`config.mk`:
```
export PLATFORM = sky130hd
export DESIGN_NAME = url_class_switch
export DESIGN_NICKNAME = d
export VERILOG_FILES = /design/src/rtl/url_cls_pkg.sv /design/src/rtl/url_pat_matcher.sv /design/src/rtl/url_dest_select.sv /design/src/rtl/url_class_switch.sv
export SDC_FILE = /design/constraint.sdc
export NUM_CORES = 1
export LEC_CHECK = 0
export ABC_AREA = 1
export BUFFER_PORTS_ARGS = -buffer_cell sky130_fd_sc_hd__buf_2
export CORE_MARGIN = 4
export CORE_UTILIZATION = 50
export CTS_BUF_LIST = sky130_fd_sc_hd__clkbuf_16
export DETAILED_ROUTE_END_ITERATION = 8
export PLACE_DENSITY = 0.67
export SLEW_MARGIN = 30
export SYNTH_ARGS = -nofsm -noshare
export SYNTH_HDL_FRONTEND = slang
export SYNTH_SLANG_ARGS = --single-unit
```
`constraint.sdc`:
```
create_clock -name clk -period 5.73 [get_ports clk]
set_input_delay 0.573 -clock clk [delete_from_list [all_inputs] [get_ports clk]]
set_output_delay 0.573 -clock clk [all_outputs]
set_load 0.01 [all_outputs]
```
`src/rtl/url_cls_pkg.sv`:
```
// Shared encodings for the request classifier.
package url_cls_pkg;
    typedef enum logic [1:0] {
        DEST_HTML  = 2'd0,
        DEST_IMAGE = 2'd1,
        DEST_APP   = 2'd2
    } dest_e;
endpackage

```
`src/rtl/url_pat_matcher.sv`:
```
// Streaming substring detector for one fixed pattern.
// It keeps the previous LEN-1 accepted bytes and compares them with the
// current byte against the pattern, so overlaps need no restart logic.
// Assumes LEN >= 2. The first pattern character sits in the MSB byte of PAT.
// found is combinational: sticky hit of this packet OR a hit on this byte.
module url_pat_matcher #(
    parameter int              LEN = 4,
    parameter logic [8*LEN-1:0] PAT = '0
) (
    input  logic       clk,
    input  logic       rst_n,
    input  logic       byte_valid,
    input  logic [7:0] byte_data,
    input  logic       byte_last,
    output logic       found
);
    localparam int HL = LEN - 1;
    localparam int CW = $clog2(LEN) + 1;

    logic [7:0]    hist_q [HL];
    logic [CW-1:0] fill_q;
    logic          seen_q;
    logic [LEN-1:0] eq;
    logic          hit;

    // Per-position comparison of the current byte and the history against the pattern.
    assign eq[LEN-1] = (byte_data == PAT[7:0]);
    generate
        for (genvar k = 0; k < HL; k++) begin : g_cmp
            assign eq[k] = (hist_q[k] == PAT[8*(k+1)+7 -: 8]);
        end
    endgenerate

    // A hit needs a full window of bytes from this packet.
    assign hit   = byte_valid && (&eq) && (fill_q >= CW'(HL));
    assign found = seen_q || hit;

    // History shift, fill count and sticky hit; everything clears on the last byte.
    always_ff @(posedge clk) begin
        if (!rst_n) begin
            for (int i = 0; i < HL; i++) hist_q[i] <= '0;
            fill_q <= '0;
            seen_q <= 1'b0;
        end else if (byte_valid) begin
            if (byte_last) begin
                for (int i = 0; i < HL; i++) hist_q[i] <= '0;
                fill_q <= '0;
                seen_q <= 1'b0;
            end else begin
                hist_q[0] <= byte_data;
                for (int i = 1; i < HL; i++) hist_q[i] <= hist_q[i-1];
                if (fill_q < CW'(HL)) fill_q <= fill_q + 1'b1;
                seen_q <= seen_q || hit;
            end
        end
    end

    // the fill count never exceeds the window depth.
    a_r8_fill_bound: assert property (@(posedge clk) disable iff (!rst_n)
        fill_q <= CW'(HL));
    // state is empty after a last byte.
    a_r8_clear_after_last: assert property (@(posedge clk) disable iff (!rst_n)
        (byte_valid && byte_last) |=> (!seen_q && fill_q == '0));
    // an idle cycle leaves the match state untouched.
    a_r9_idle_hold: assert property (@(posedge clk) disable iff (!rst_n)
        !byte_valid |=> ($stable(fill_q) && $stable(seen_q)));
endmodule

```
`src/rtl/url_dest_select.sv`:
```
// Turns the two pattern flags into a registered destination code and strobe.
// The application flag outranks the image flag; neither means HTML.
// Assumes the flags are valid in the cycle of the last byte.
module url_dest_select
    import url_cls_pkg::*;
(
    input  logic       clk,
    input  logic       rst_n,
    input  logic       pkt_end,
    input  logic       img_found,
    input  logic       app_found,
    output logic       dec_valid,
    output dest_e      dec_code
);
    dest_e pick;

    // Priority choice between the server classes.
    always_comb begin
        if (app_found)      pick = DEST_APP;
        else if (img_found) pick = DEST_IMAGE;
        else                pick = DEST_HTML;
    end

    // Register the decision at packet end and hold it until the next one.
    always_ff @(posedge clk) begin
        if (!rst_n) begin
            dec_valid <= 1'b0;
            dec_code  <= DEST_HTML;
        end else begin
            dec_valid <= pkt_end;
            if (pkt_end) dec_code <= pick;
        end
    end

    // the strobe only follows an accepted last byte.
    a_r6_strobe_cause: assert property (@(posedge clk) disable iff (!rst_n)
        dec_valid |-> $past(pkt_end));
    // the code holds when no decision is made.
    a_r7_code_hold: assert property (@(posedge clk) disable iff (!rst_n)
        !dec_valid |-> $stable(dec_code));
    // an application hit at packet end always wins.
    a_r4_app_wins: assert property (@(posedge clk) disable iff (!rst_n)
        (pkt_end && app_found) |=> (dec_code == DEST_APP));
    // the code is always one of the three legal values.
    a_r3_code_legal: assert property (@(posedge clk) disable iff (!rst_n)
        dec_code != 2'd3);
endmodule

```
`src/rtl/url_class_switch.sv`:
```
// Top of the request classifier: two pattern matchers feed the destination selector.
// Takes one payload byte per cycle and never back-pressures.
module url_class_switch
    import url_cls_pkg::*;
#(
    parameter int                   IMG_LEN = 4,
    parameter logic [8*IMG_LEN-1:0] IMG_PAT = ".jpg",
    parameter int                   APP_LEN = 8,
    parameter logic [8*APP_LEN-1:0] APP_PAT = "cgi-bin/"
) (
    input  logic       clk,
    input  logic       rst_n,
    input  logic       in_valid,
    input  logic [7:0] in_data,
    input  logic       in_last,
    output logic       dest_valid,
    output logic [1:0] dest_code
);
    logic  img_hit;
    logic  app_hit;
    logic  pkt_end;
    dest_e code_e;

    assign pkt_end = in_valid && in_last;

    url_pat_matcher #(.LEN(IMG_LEN), .PAT(IMG_PAT)) u_img (
        .clk(clk), .rst_n(rst_n), .byte_valid(in_valid), .byte_data(in_data),
        .byte_last(in_last), .found(img_hit)
    );

    url_pat_matcher #(.LEN(APP_LEN), .PAT(APP_PAT)) u_app (
        .clk(clk), .rst_n(rst_n), .byte_valid(in_valid), .byte_data(in_data),
        .byte_last(in_last), .found(app_hit)
    );

    url_dest_select u_sel (
        .clk(clk), .rst_n(rst_n), .pkt_end(pkt_end),
        .img_found(img_hit), .app_found(app_hit),
        .dec_valid(dest_valid), .dec_code(code_e)
    );

    assign dest_code = code_e;
endmodule

```
# Word-level counts from Yosys, hierarchy flattened
# Memory sizes are Yosys's and may differ from the RTL's.
# Cells that the tools add are included.
# Widths: inputs -> output; s select.
[word_totals]
mem_count = 2
register_bits = 12
latchBits = 0
mem_bits_ro = 0
mem_bits_rw = 80
in_bits = 12
wordCells = 96
out_inout_bits = 3
[classes]
addsub = 2
bitwise_logic = 20
shift = 0
mux = 37
n_eq_ne = 12
magnitude_cmp = 4
multipliers = 0
n_div = 0
reduce_logical = 13
[mem_list]
columns = ["name", "depth", "width", "rd", "rd_ports_with_merged_regs", "wr", "line", "rtl"]
rows = [
  ["u_app.hist_q", 7, 8, 7, 0, 7, "url_pat_matcher.sv:20", "logic [7:0] hist_q [HL];"],
  ["u_img.hist_q", 3, 8, 3, 0, 3, "url_pat_matcher.sv:20", ""],
]
[op_table]
columns = ["cell", "n"]
rows = [
  ["$mux 8", 20],
  ["$eq 8x7->1 const B", 9],
  ["$eq 8x6->1 const B", 3],
  ["$or 1x1->1", 20],
  ["$mux 1", 12],
  ["$mux 4", 2],
  ["$reduce_and 8->1", 1],
  ["$mux 3", 2],
  ["$logic_and 1x1->1", 5],
  ["$add 4x1->4 const B", 1],
  ["$ge 4x3->1 const B", 1],
  ["$lt 4x3->1 const B", 1],
  ["$reduce_and 2->1", 2],
  ["$reduce_and 4->1", 1],
  ["$reduce_bool 2->1", 2],
  ["$add 3x1->3 const B", 1],
  ["$ge 3x2->1 const B", 1],
  ["$lt 3x2->1 const B", 1],
  ["$logic_or 1x1->1", 2],
  ["$mux 2", 1],
]

# Logic depth before layout (Yosys ltp)
# Gate-level depths: netlist (run 1).
# An unclocked memory read counts as a cell.
[logic_depth]
depth_word = 8
depth_mapped = 10
depth_no_buf = 10

# Hierarchy
# Synthesis (run 1) repeated with hierarchy kept, for this count alone.
[hier_totals]
cells_unflattened = 424
hier_area_um2 = 4072.7
[modules_own_cells]
columns = ["module", "seq_area_each_um2", "cells_per_inst", "instances", "area_each_um2"]
rows = [
  ["url_pat_matcher (u_app)", 1701.6, 272, 1, 2633.8],
  ["url_pat_matcher (u_img)", 800.8, 136, 1, 1327.5],
  ["url_dest_select", 60.1, 14, 1, 103.8],
  ["url_class_switch", 0.0, 2, 1, 7.5],
]

# Worst setup path after synthesis (run 1)
# OpenSTA, ideal clock, no wires.
[synth_timing]
path_type = "input -> register"
from = "input port rst_n"
to = "memory u_app.hist_q[20][0], in the netlist u_app.hist_q[5][0] (enable)"
setup_time_ns = 0.389
path_buffers = 2
path_stages = 4
required_time_ns = 5.341
setup_slack_ns = 3.484
arrival_ns = 1.857
cell_sequence = "buf_1 -> nand2_4 -> buf_2 -> nand2_1"
[synth_rtl]
columns = ["element", "line", "rtl"]
rows = [
  ["from (decl)", "url_class_switch.sv:12", "input logic rst_n,"],
  ["to (decl)", "url_pat_matcher.sv:20", ""],
]

==> flow_summary.toml, run 1 <==
[critical_path]
arrival_ns = 2.12
cp_max_fo = 71
start_kind = "input port"
worstPathRequired_ns = 5.70
slowest_delay_ns = 0.70
cp_slowest_cell = "nand2_2"
crit_type = "input port to flip-flop"
cp_cell_sequence = "buf_2 -> inv_2 -> nor2_4 -> nand2_4 -> nand2_2"
critPathCaptureType = "flip-flop"

[cells_and_area]
regArea_mm2 = 0.00256
multi_input_area_um2 = 946
postLayoutCoreUtil = 0.586
final_cell_mix = "nor2_1 (103), inv_1 (83), edfxtp_1 (72), nand2_1 (63), dfxtp_1 (20)"
nets = 433
final_cell_area_mm2 = 0.00432
syn_to_final_growth_pct = 11.8
n_antenna_cell = 0
final_common_cell = "nor2_1"
layout-drive-gt1-share = 0.0898
fillers = 636

[floorplanning]
die_area_mm2 = 0.00920
fp.dieH_um = 95.9
num_rows = 31
io_pins = 15
die_w_um = 95.9
design.core.area_mm2 = 0.00737
start_util = 0.525

[routing]
post-route-drc-count = 0
drtAntennaViolNets = 0
routedWlPerCell_um = 12.9
drt-initial-drc-count = 170
vias = 2501
first_pass_iters = 5
totalWireLength_um = 6710
vias_per_cell = 4.79

[grt]
use_met2 = 0.272
grt_usage = 0.164
grt-busiest-layer = "met2"
grt_pass1_wl_um = 11000
grt_pass1_vias = 2377
grt_use_met3 = 0.0438
antenna_found_initial = 0
grt_start_max_net_pins = 72
grt_remaining_overflow = 0
met1_usage = 0.201

[yosys]
avgSynthCellArea_um2 = 9.67
syn_area_mm2 = 0.00387
seq_area_frac_synth = 0.663
synthCells = 400
syn_nets = 415
ys_ff_latch = 92
synth_cell_type_count = 22
yosys_warnings = 0

[timing]
worstMarginPinSlew_ns = 0.720
setup_viol = 0
slew_viol_final = 0
finalCriticalPeriod_ns = 2.15
hold_violations = 0
min_period_over_period = 0.375
max-slew-margin-rel = 0.520
fin_ws_ns = 3.58
finalClockSkew_ns = 0.00558
fmax_mhz = 465
setup_tns_ns = 0
rsz0062_at_grt = "false"

[placed_design]
pre_cts_ws_ns = 3.20
io_buffers = 14
placed_area_mm2 = 0.00403
dpl.hpwl_um = 4560
gp_congestion = 0.806

[clock_network]
cts_tree = "built"
h-tree-depth = 3
ctsResizeCount = 0
cts-root-buf = "clkbuf_16"
cts.sinks = 92
clkLatencyLatePin_ns = 0.34
cts_buffers = 9
clkTransAtPathRegs_ns = 0.06
cts_max_path_buffers = 2
cts_hold_buf = 0
postCtsSetupBuffers = 0

[power]
peakVddDrop_mv = 0.257
internal_power_mw = 1.12
pwr-share-clk = 0.404
power_density_mw_per_mm2 = 332
power_frac_seq = 0.544
power_switching_share = 0.216
p_sw_uw = 309
power_mw = 1.43
power.leakage_nw = 1.79
pwr-share-comb = 0.052

[worst_hold_path]
min_path_type = "flip-flop to flip-flop"

[run_status]
outcome = "finished clean"

[job]
drv_cap = 0
power groups by stage:
stage,Clock (mW),Sequential (mW),Combinational [mW]
after floorplan,0,0.788,0.0542
after global placement,0,0.793,0.0725
after detailed placement,0,0.794,0.0749
after CTS,0.589,0.780,0.0758
after global routing,0.617,0.783,0.0868
final,0.579,0.779,0.0750
state kept, by name (all words and copies together) (netlist names):
signal	count
u_app.hist_q	56
u_img.hist_q	24
u_app.fill_q	4
u_img.fill_q	3
u_sel.dec_code	2
u_app.seen_q	1
u_img.seen_q	1
u_sel.dec_valid	1
metrics by stage:
step	instances	hold slack [ns]
after detailed placement	506	0.436
after floorplan	400	0.436
after global routing	522	0.476
after CTS	522	0.451
after global placement	506	0.439
final	522	0.452
routing by layer:
layer	wire length [um]	up-vias
li1	-	1275
met1	2910	1169
met2	3330	49
met3	376	8
met4	100	0
met5	0	-
cell usage after synthesis (all sizes together):
master | count | area, um^2
a21oi | 8 | 40.0
buf | 8 | 45.0
dfxtp | 20 | 400
edfxtp | 72 | 2160
ha | 3 | 37.5
inv | 84 | 315
nand2 | 65 | 251
nand3 | 12 | 60.1
nand3b | 2 | 15.0
nand4 | 1 | 6.26
nor2 | 106 | 420
nor2b | 1 | 6.26
nor3 | 3 | 15.0
o21ai | 11 | 55.1
o21bai | 1 | 7.51
o22ai | 2 | 12.5
o32ai | 1 | 16.3
worst max-delay path, delay by kind of cell:
family	cells	cell delay (ns)
buffers and inverters	2	0.21
AND/OR/NAND/NOR	3	1.31
layout make-up:
| class | count | share of cell area |
|---|---|---|
| sequential | 92 | 0.593 |
| multi-input combinational | 216 | 0.219 |
| inverter | 84 | 0.0730 |
| clock buffer | 11 | 0.0637 |
| tap | 99 | 0.0287 |
| timing repair buffer | 15 | 0.0180 |
| clock inverter | 5 | 0.00492 |
cells by family (layout without fill, tap and decap cells):
logic type / Yosys count / after routing / share of synthesized area
simple gates: 190 / 190 / 0.200
flops: 92 / 92 / 0.663
buf+inv: 92 / 115 / 0.0932
compound gates: 23 / 23 / 0.0340
fa+ha+maj: 3 / 3 / 0.00971
path summary, 6_finish.rpt:
check / cells past startpoint / startpoint / slack (ns) / to
max: 5 / in_valid / 3.58 / u_app.hist_q[1][1]
min: 2 / u_sel.dec_code[0] / 0.45 / u_sel.dec_code[0]
max reg2reg: 8 / u_img.fill_q[0] / 4.28 / u_sel.dec_code[0]
min reg2reg: 2 / u_sel.dec_code[0] / 0.45 / u_sel.dec_code[0]
(Power assumes the default switching activity.)
==> run 2, diff against run 1 <==
--- a/config.mk
+++ b/config.mk
@@ -11,7 +11,7 @@
 export CORE_UTILIZATION = 50
 export CTS_BUF_LIST = sky130_fd_sc_hd__clkbuf_16
 export DETAILED_ROUTE_END_ITERATION = 8
-export PLACE_DENSITY = 0.67
+export PLACE_DENSITY = 0.69
 export SLEW_MARGIN = 30
 export SYNTH_ARGS = -nofsm -noshare
 export SYNTH_HDL_FRONTEND = slang
==> constraint.sdc (replaced) <==
create_clock -name clk -period 1.9 [get_ports clk]
set_input_delay 0.19 -clock clk [delete_from_list [all_inputs] [get_ports clk]]
set_output_delay 0.19 -clock clk [all_outputs]
set_load 0.01 [all_outputs]
==> flow_summary.toml, run 2 (synthesis gave the netlist of run 1 again) <==
[floorplanning]
fp.dieH_um = 95.9
die_area_mm2 = 0.00920
num_rows = 31
start_util = 0.525
die_w_um = 95.9
design.core.area_mm2 = 0.00737
io_pins = 15

[critical_path]
cp_max_fo = 3
arrival_ns = 1.62
worstPathRequired_ns = 2.12
crit_type = "flip-flop to flip-flop"
start_kind = "flip-flop"
critPathCaptureType = "flip-flop"
cp_cell_sequence = "ha_1 -> nand2_1 -> nand2_1 -> inv_1 -> o21ai_0 -> inv_1 -> a21oi_1 -> nor2_1"
slowest_delay_ns = 0.35
cp_slowest_cell = "dfxtp_1"

[routing]
vias = 2481
vias_per_cell = 4.71
first_pass_iters = 4
drt-initial-drc-count = 137
post-route-drc-count = 0
drtAntennaViolNets = 0
totalWireLength_um = 6660
routedWlPerCell_um = 12.6

[placed_design]
dpl.hpwl_um = 4780
placed_area_mm2 = 0.00409
io_buffers = 14
gp_congestion = 0.810

[timing]
fmax_mhz = 716
setup_tns_ns = 0
hold_violations = 0
whs_ns = 0.223
max-slew-margin-rel = 0.773
worstMarginPinSlew_ns = 0.340
finalCriticalPeriod_ns = 1.40
setup_viol = 0
finalClockSkew_ns = 0.00739
rsz0062_at_grt = "false"
min_period_over_period = 0.735
slew_viol_final = 0

[clock_network]
postCtsSetupBuffers = 0
cts_tree = "built"
ctsResizeCount = 0
cts-root-buf = "clkbuf_16"
cts_buffers = 9
cts_hold_buf = 0
clkTransAtPathRegs_ns = 0.06
h-tree-depth = 3
cts_max_path_buffers = 2
clkLatencyLatePin_ns = 0.33
cts.sinks = 92

[cells_and_area]
final_common_cell = "nor2_1"
final_cell_area_mm2 = 0.00437
top_register = "u_app.hist_q"
layout-drive-gt1-share = 0.0864
multi_input_area_um2 = 943
regArea_mm2 = 0.00256
n_antenna_cell = 0
nets = 438
largest_reg_flops = 56
final_cell_mix = "nor2_1 (103), inv_1 (87), edfxtp_1 (72), nand2_1 (64), dfxtp_1 (20)"
fillers = 622
syn_to_final_growth_pct = 12.9
top_regs = "u_app.hist_q x56, u_img.hist_q x24, u_app.fill_q x4"

[run_status]
outcome = "finished clean"

[job]
drv_cap = 0

[grt]
grt_remaining_overflow = 0
grt_start_max_net_pins = 31
antenna_found_initial = 0
grt_pass1_wl_um = 11100
grt_pass1_vias = 2351
grt_usage = 0.165

[power]
power_density_mw_per_mm2 = 976
peakVddDrop_mv = 0.671
power.leakage_nw = 1.81

[worst_hold_path]
min_path_type = "input port to flip-flop"
==> run 2: changes by cell type in the layout (fill, tap and decap cells not counted), moves of 2 or more <==
cell / change
clkinv_2: -2
inv_1: +4
buf_12: +2
inv_2: -3
buf_4: +3
clkbuf_16: -2
==> run 2: critical path, delay by kind of cell (launching register included) <==
family | cells | cell delay [ns]
buffers and inverters | 2 | 0.12
DFF | 1 | 0.35
adders and majority gates | 1 | 0.18
AOI/OAI and AO/OA | 2 | 0.41
and+or+nand+nor | 3 | 0.22
==> run 2: layer usage <==
layer	vias to the layer above	track usage	routed length, um
met3	14	0.0367	339
met1	1134	0.217	2970
met4	0	0.0865	170
li1	1291	-	-
met2	42	0.257	3170
met5	-	0	0
==> run 2: where the power goes <==
part	internal, mW	leakage, nW	switching [mW]	total (mW)
Clock	0.995	0.148	0.677	1.67
Sequential	2.30	0.924	0.0502	2.35
Combinational	0.0748	0.742	0.168	0.242
==> run 2: final cells by class <==
cell class,instances,share of cell area
tap,99,0.0284
multi-input combinational,216,0.216
timing repair buffer,20,0.0321
inverter,84,0.0722
sequential,92,0.587
clock buffer,9,0.0516
clock inverter,7,0.0129
==> run 2: path summary, 6_finish.rpt <==
check / start / end / slack, ns / cells after the start
worst min-delay path: rst_n / u_app.fill_q[1] / 0.22 / 3
worst max-delay path: u_app.fill_q[0] / u_app.fill_q[2] / 0.50 / 8
worst min register to register: u_sel.dec_code[0] / u_sel.dec_code[0] / 0.45 / 2
worst max register to register: u_app.fill_q[0] / u_app.fill_q[2] / 0.50 / 8
==> run 2: through the flow <==
stage / instances / setup slack [ns] / utilization / total power, mW
6_report: 527 / 0.504 / 0.593 / 4.26
3_3_place_gp: 511 / 0.374 / 0.554 / 2.63
5_1_grt: 527 / 0.328 / 0.593 / 4.44
3_5_place_dp: 511 / 0.308 / 0.554 / 2.64
2_1_floorplan: 400 / 0.0369 / - / 2.54
4_1_cts: 527 / 0.477 / 0.593 / 4.29
==> run 3, diff against run 2 <==
==> constraint.sdc (replaced) <==
create_clock -name clk -period 1.2 [get_ports clk]
set_input_delay 0.12 -clock clk [delete_from_list [all_inputs] [get_ports clk]]
set_output_delay 0.12 -clock clk [all_outputs]
set_load 0.01 [all_outputs]
==> flow_summary.toml, run 3 (synthesis gave the netlist of run 1 again) <==
[timing]
setup_viol = 4
worstMarginPinSlew_ns = 0.349
fin_ws_ns = -0.0992
max-slew-margin-rel = 0.767
min_period_over_period = 1.08
rsz0062_at_grt = "true"
slew_viol_final = 0
hold_violations = 0
fmax_mhz = 770
finalCriticalPeriod_ns = 1.30
setup_tns_ns = -0.261
finalClockSkew_ns = 0.00717

[floorplanning]
die_area_mm2 = 0.00920
fp.dieH_um = 95.9
num_rows = 31
start_util = 0.525
design.core.area_mm2 = 0.00737
die_w_um = 95.9
io_pins = 15

[routing]
drtAntennaViolNets = 0
vias_per_cell = 4.68
vias = 2677
routedWlPerCell_um = 13.3
drt-initial-drc-count = 165
post-route-drc-count = 0
totalWireLength_um = 7590
first_pass_iters = 4

[cells_and_area]
top_regs = "u_app.hist_q x56, u_img.hist_q x24, u_app.fill_q x4"
layout-drive-gt1-share = 0.252
instances_no_fill = 572
final_cell_area_mm2 = 0.00491
largest_reg_flops = 56
fillers = 578
final_cell_mix = "nor2_1 (98), inv_1 (80), edfxtp_1 (72), nand2_1 (55), buf_4 (45)"
final_common_cell = "nor2_1"
top_register = "u_app.hist_q"
nets = 483
n_antenna_cell = 0
syn_to_final_growth_pct = 27.0
postLayoutCoreUtil = 0.666

[grt]
grt_pass1_wl_um = 12700
grt_remaining_overflow = 0
grt_start_max_net_pins = 37
grt_pass1_vias = 2711
antenna_found_initial = 0
grt_usage = 0.187

[power]
power_density_mw_per_mm2 = 1430
power.leakage_nw = 2.07
peakVddDrop_mv = 0.861

[clock_network]
cts.sinks = 92
cts_tree = "built"
h-tree-depth = 3
cts_max_path_buffers = 2
cts-root-buf = "clkbuf_16"
clkTransAtPathRegs_ns = 0.06
clkLatencyLatePin_ns = 0.34
cts_buffers = 9

[critical_path]
path_buf_inv = 0
reg2reg_to = "u_sel.dec_code[0]"
crit_type = "flip-flop to flip-flop"
crit_top_cell = "nand2_1"
slowest_delay_ns = 0.36
cp-startpoint = "u_app.fill_q[1]"
cp_slowest_cell = "dfxtp_2"
cp_top_family = "simple AND/OR/NAND/NOR gates"
crit_end = "u_sel.dec_code[0]"
arrival_ns = 1.53
r2r-start = "u_app.fill_q[1]"
cp_max_fo = 3
cp_cell_sequence = "ha_4 -> nand2_4 -> nand2_4 -> nand3_2 -> nor2b_2 -> nand2_1 -> nor2_1 -> nor2_1 -> nand2_1 -> nand2_1"
worstPathRequired_ns = 1.43
path_depth = 10
start_kind = "flip-flop"
rrSetupSlack_ns = -0.1
ff2ff_path_depth = 10
critPathCaptureType = "flip-flop"

[placed_design]
pre_cts_ws_ns = -0.297
io_buffers = 14
placed_area_mm2 = 0.00446
place_inst = 553
gp_congestion = 0.796
dpl.hpwl_um = 5270

[run_status]
outcome = "finished, violations left"
violations = "negative setup slack"

[job]
drv_cap = 0

[worst_hold_path]
min_path_type = "input port to flip-flop"
[run 3: cell type report]
| cell class | count | area (um^2) | share of cell area |
|---|---|---|---|
| clock buffer | 9 | 225 | 0.0459 |
| clock inverter | 7 | 61.3 | 0.0125 |
| inverter | 84 | 315 | 0.0642 |
| multi-input combinational | 216 | 1100 | 0.223 |
| timing repair buffer | 65 | 519 | 0.106 |
| tap | 99 | 124 | 0.0252 |
| sequential | 92 | 2570 | 0.523 |
[run 3: worst register-to-register path, stage by stage, from the launching register on]
cell	delay [ns]
dfxtp_2	0.36
ha_4	0.16
nand2_4	0.05
nand2_4	0.08
nand3_2	0.07
nor2b_2	0.14
nand2_1	0.08
nor2_1	0.10
nor2_1	0.07
nand2_1	0.05
nand2_1	0.05
[run 3: how the worst min path moves through the flow]
stage	slack, ns	from	cells after the start	to
2_1_floorplan	0.29	in_valid	2	u_app.seen_q
3_3_place_gp	0.44	u_sel.dec_code[1]	2	u_sel.dec_code[1]
3_5_place_dp	0.45	u_sel.dec_code[1]	2	u_sel.dec_code[1]
4_1_cts	0.16	in_data[1]	3	u_img.hist_q[0][1]
5_1_grt	0.16	in_data[0]	3	u_img.hist_q[0][0]
6_report	0.16	in_data[1]	3	u_img.hist_q[0][1]
[run 3: what timing repair did]
item / 4_1_cts / 5_1_grt
pin swaps: 9 / 14
setup endpoints to repair: 8 / 10
setup buffers: 1 / 2
resized for setup: 21 / 25
hold buffers: 0 / 0
[run 3: layer usage]
layer	vias to the layer above	track usage	part of all wire
met5	-	0	0
met4	0	0.0723	0.017
met3	13	0.0422	0.049
met2	56	0.297	0.48
met1	1224	0.250	0.45
li1	1384	-	-
[run 3: where the power goes]
| part | internal, mW | switching (mW) | leakage (nW) |
|---|---|---|---|
| Combinational | 0.250 | 0.329 | 0.999 |
| Clock | 1.59 | 1.14 | 0.141 |
| Sequential | 3.64 | 0.0808 | 0.925 |
| Total | 5.48 | 1.55 | 2.07 |
[run 3: per-stage QoR]
step           total power, mW  hold slack, ns
6_report                  7.03           0.162
5_1_grt                   7.27           0.161
4_1_cts                   7.01           0.157
3_5_place_dp              4.33           0.448
3_3_place_gp              4.31           0.438
2_1_floorplan             4.03           0.287
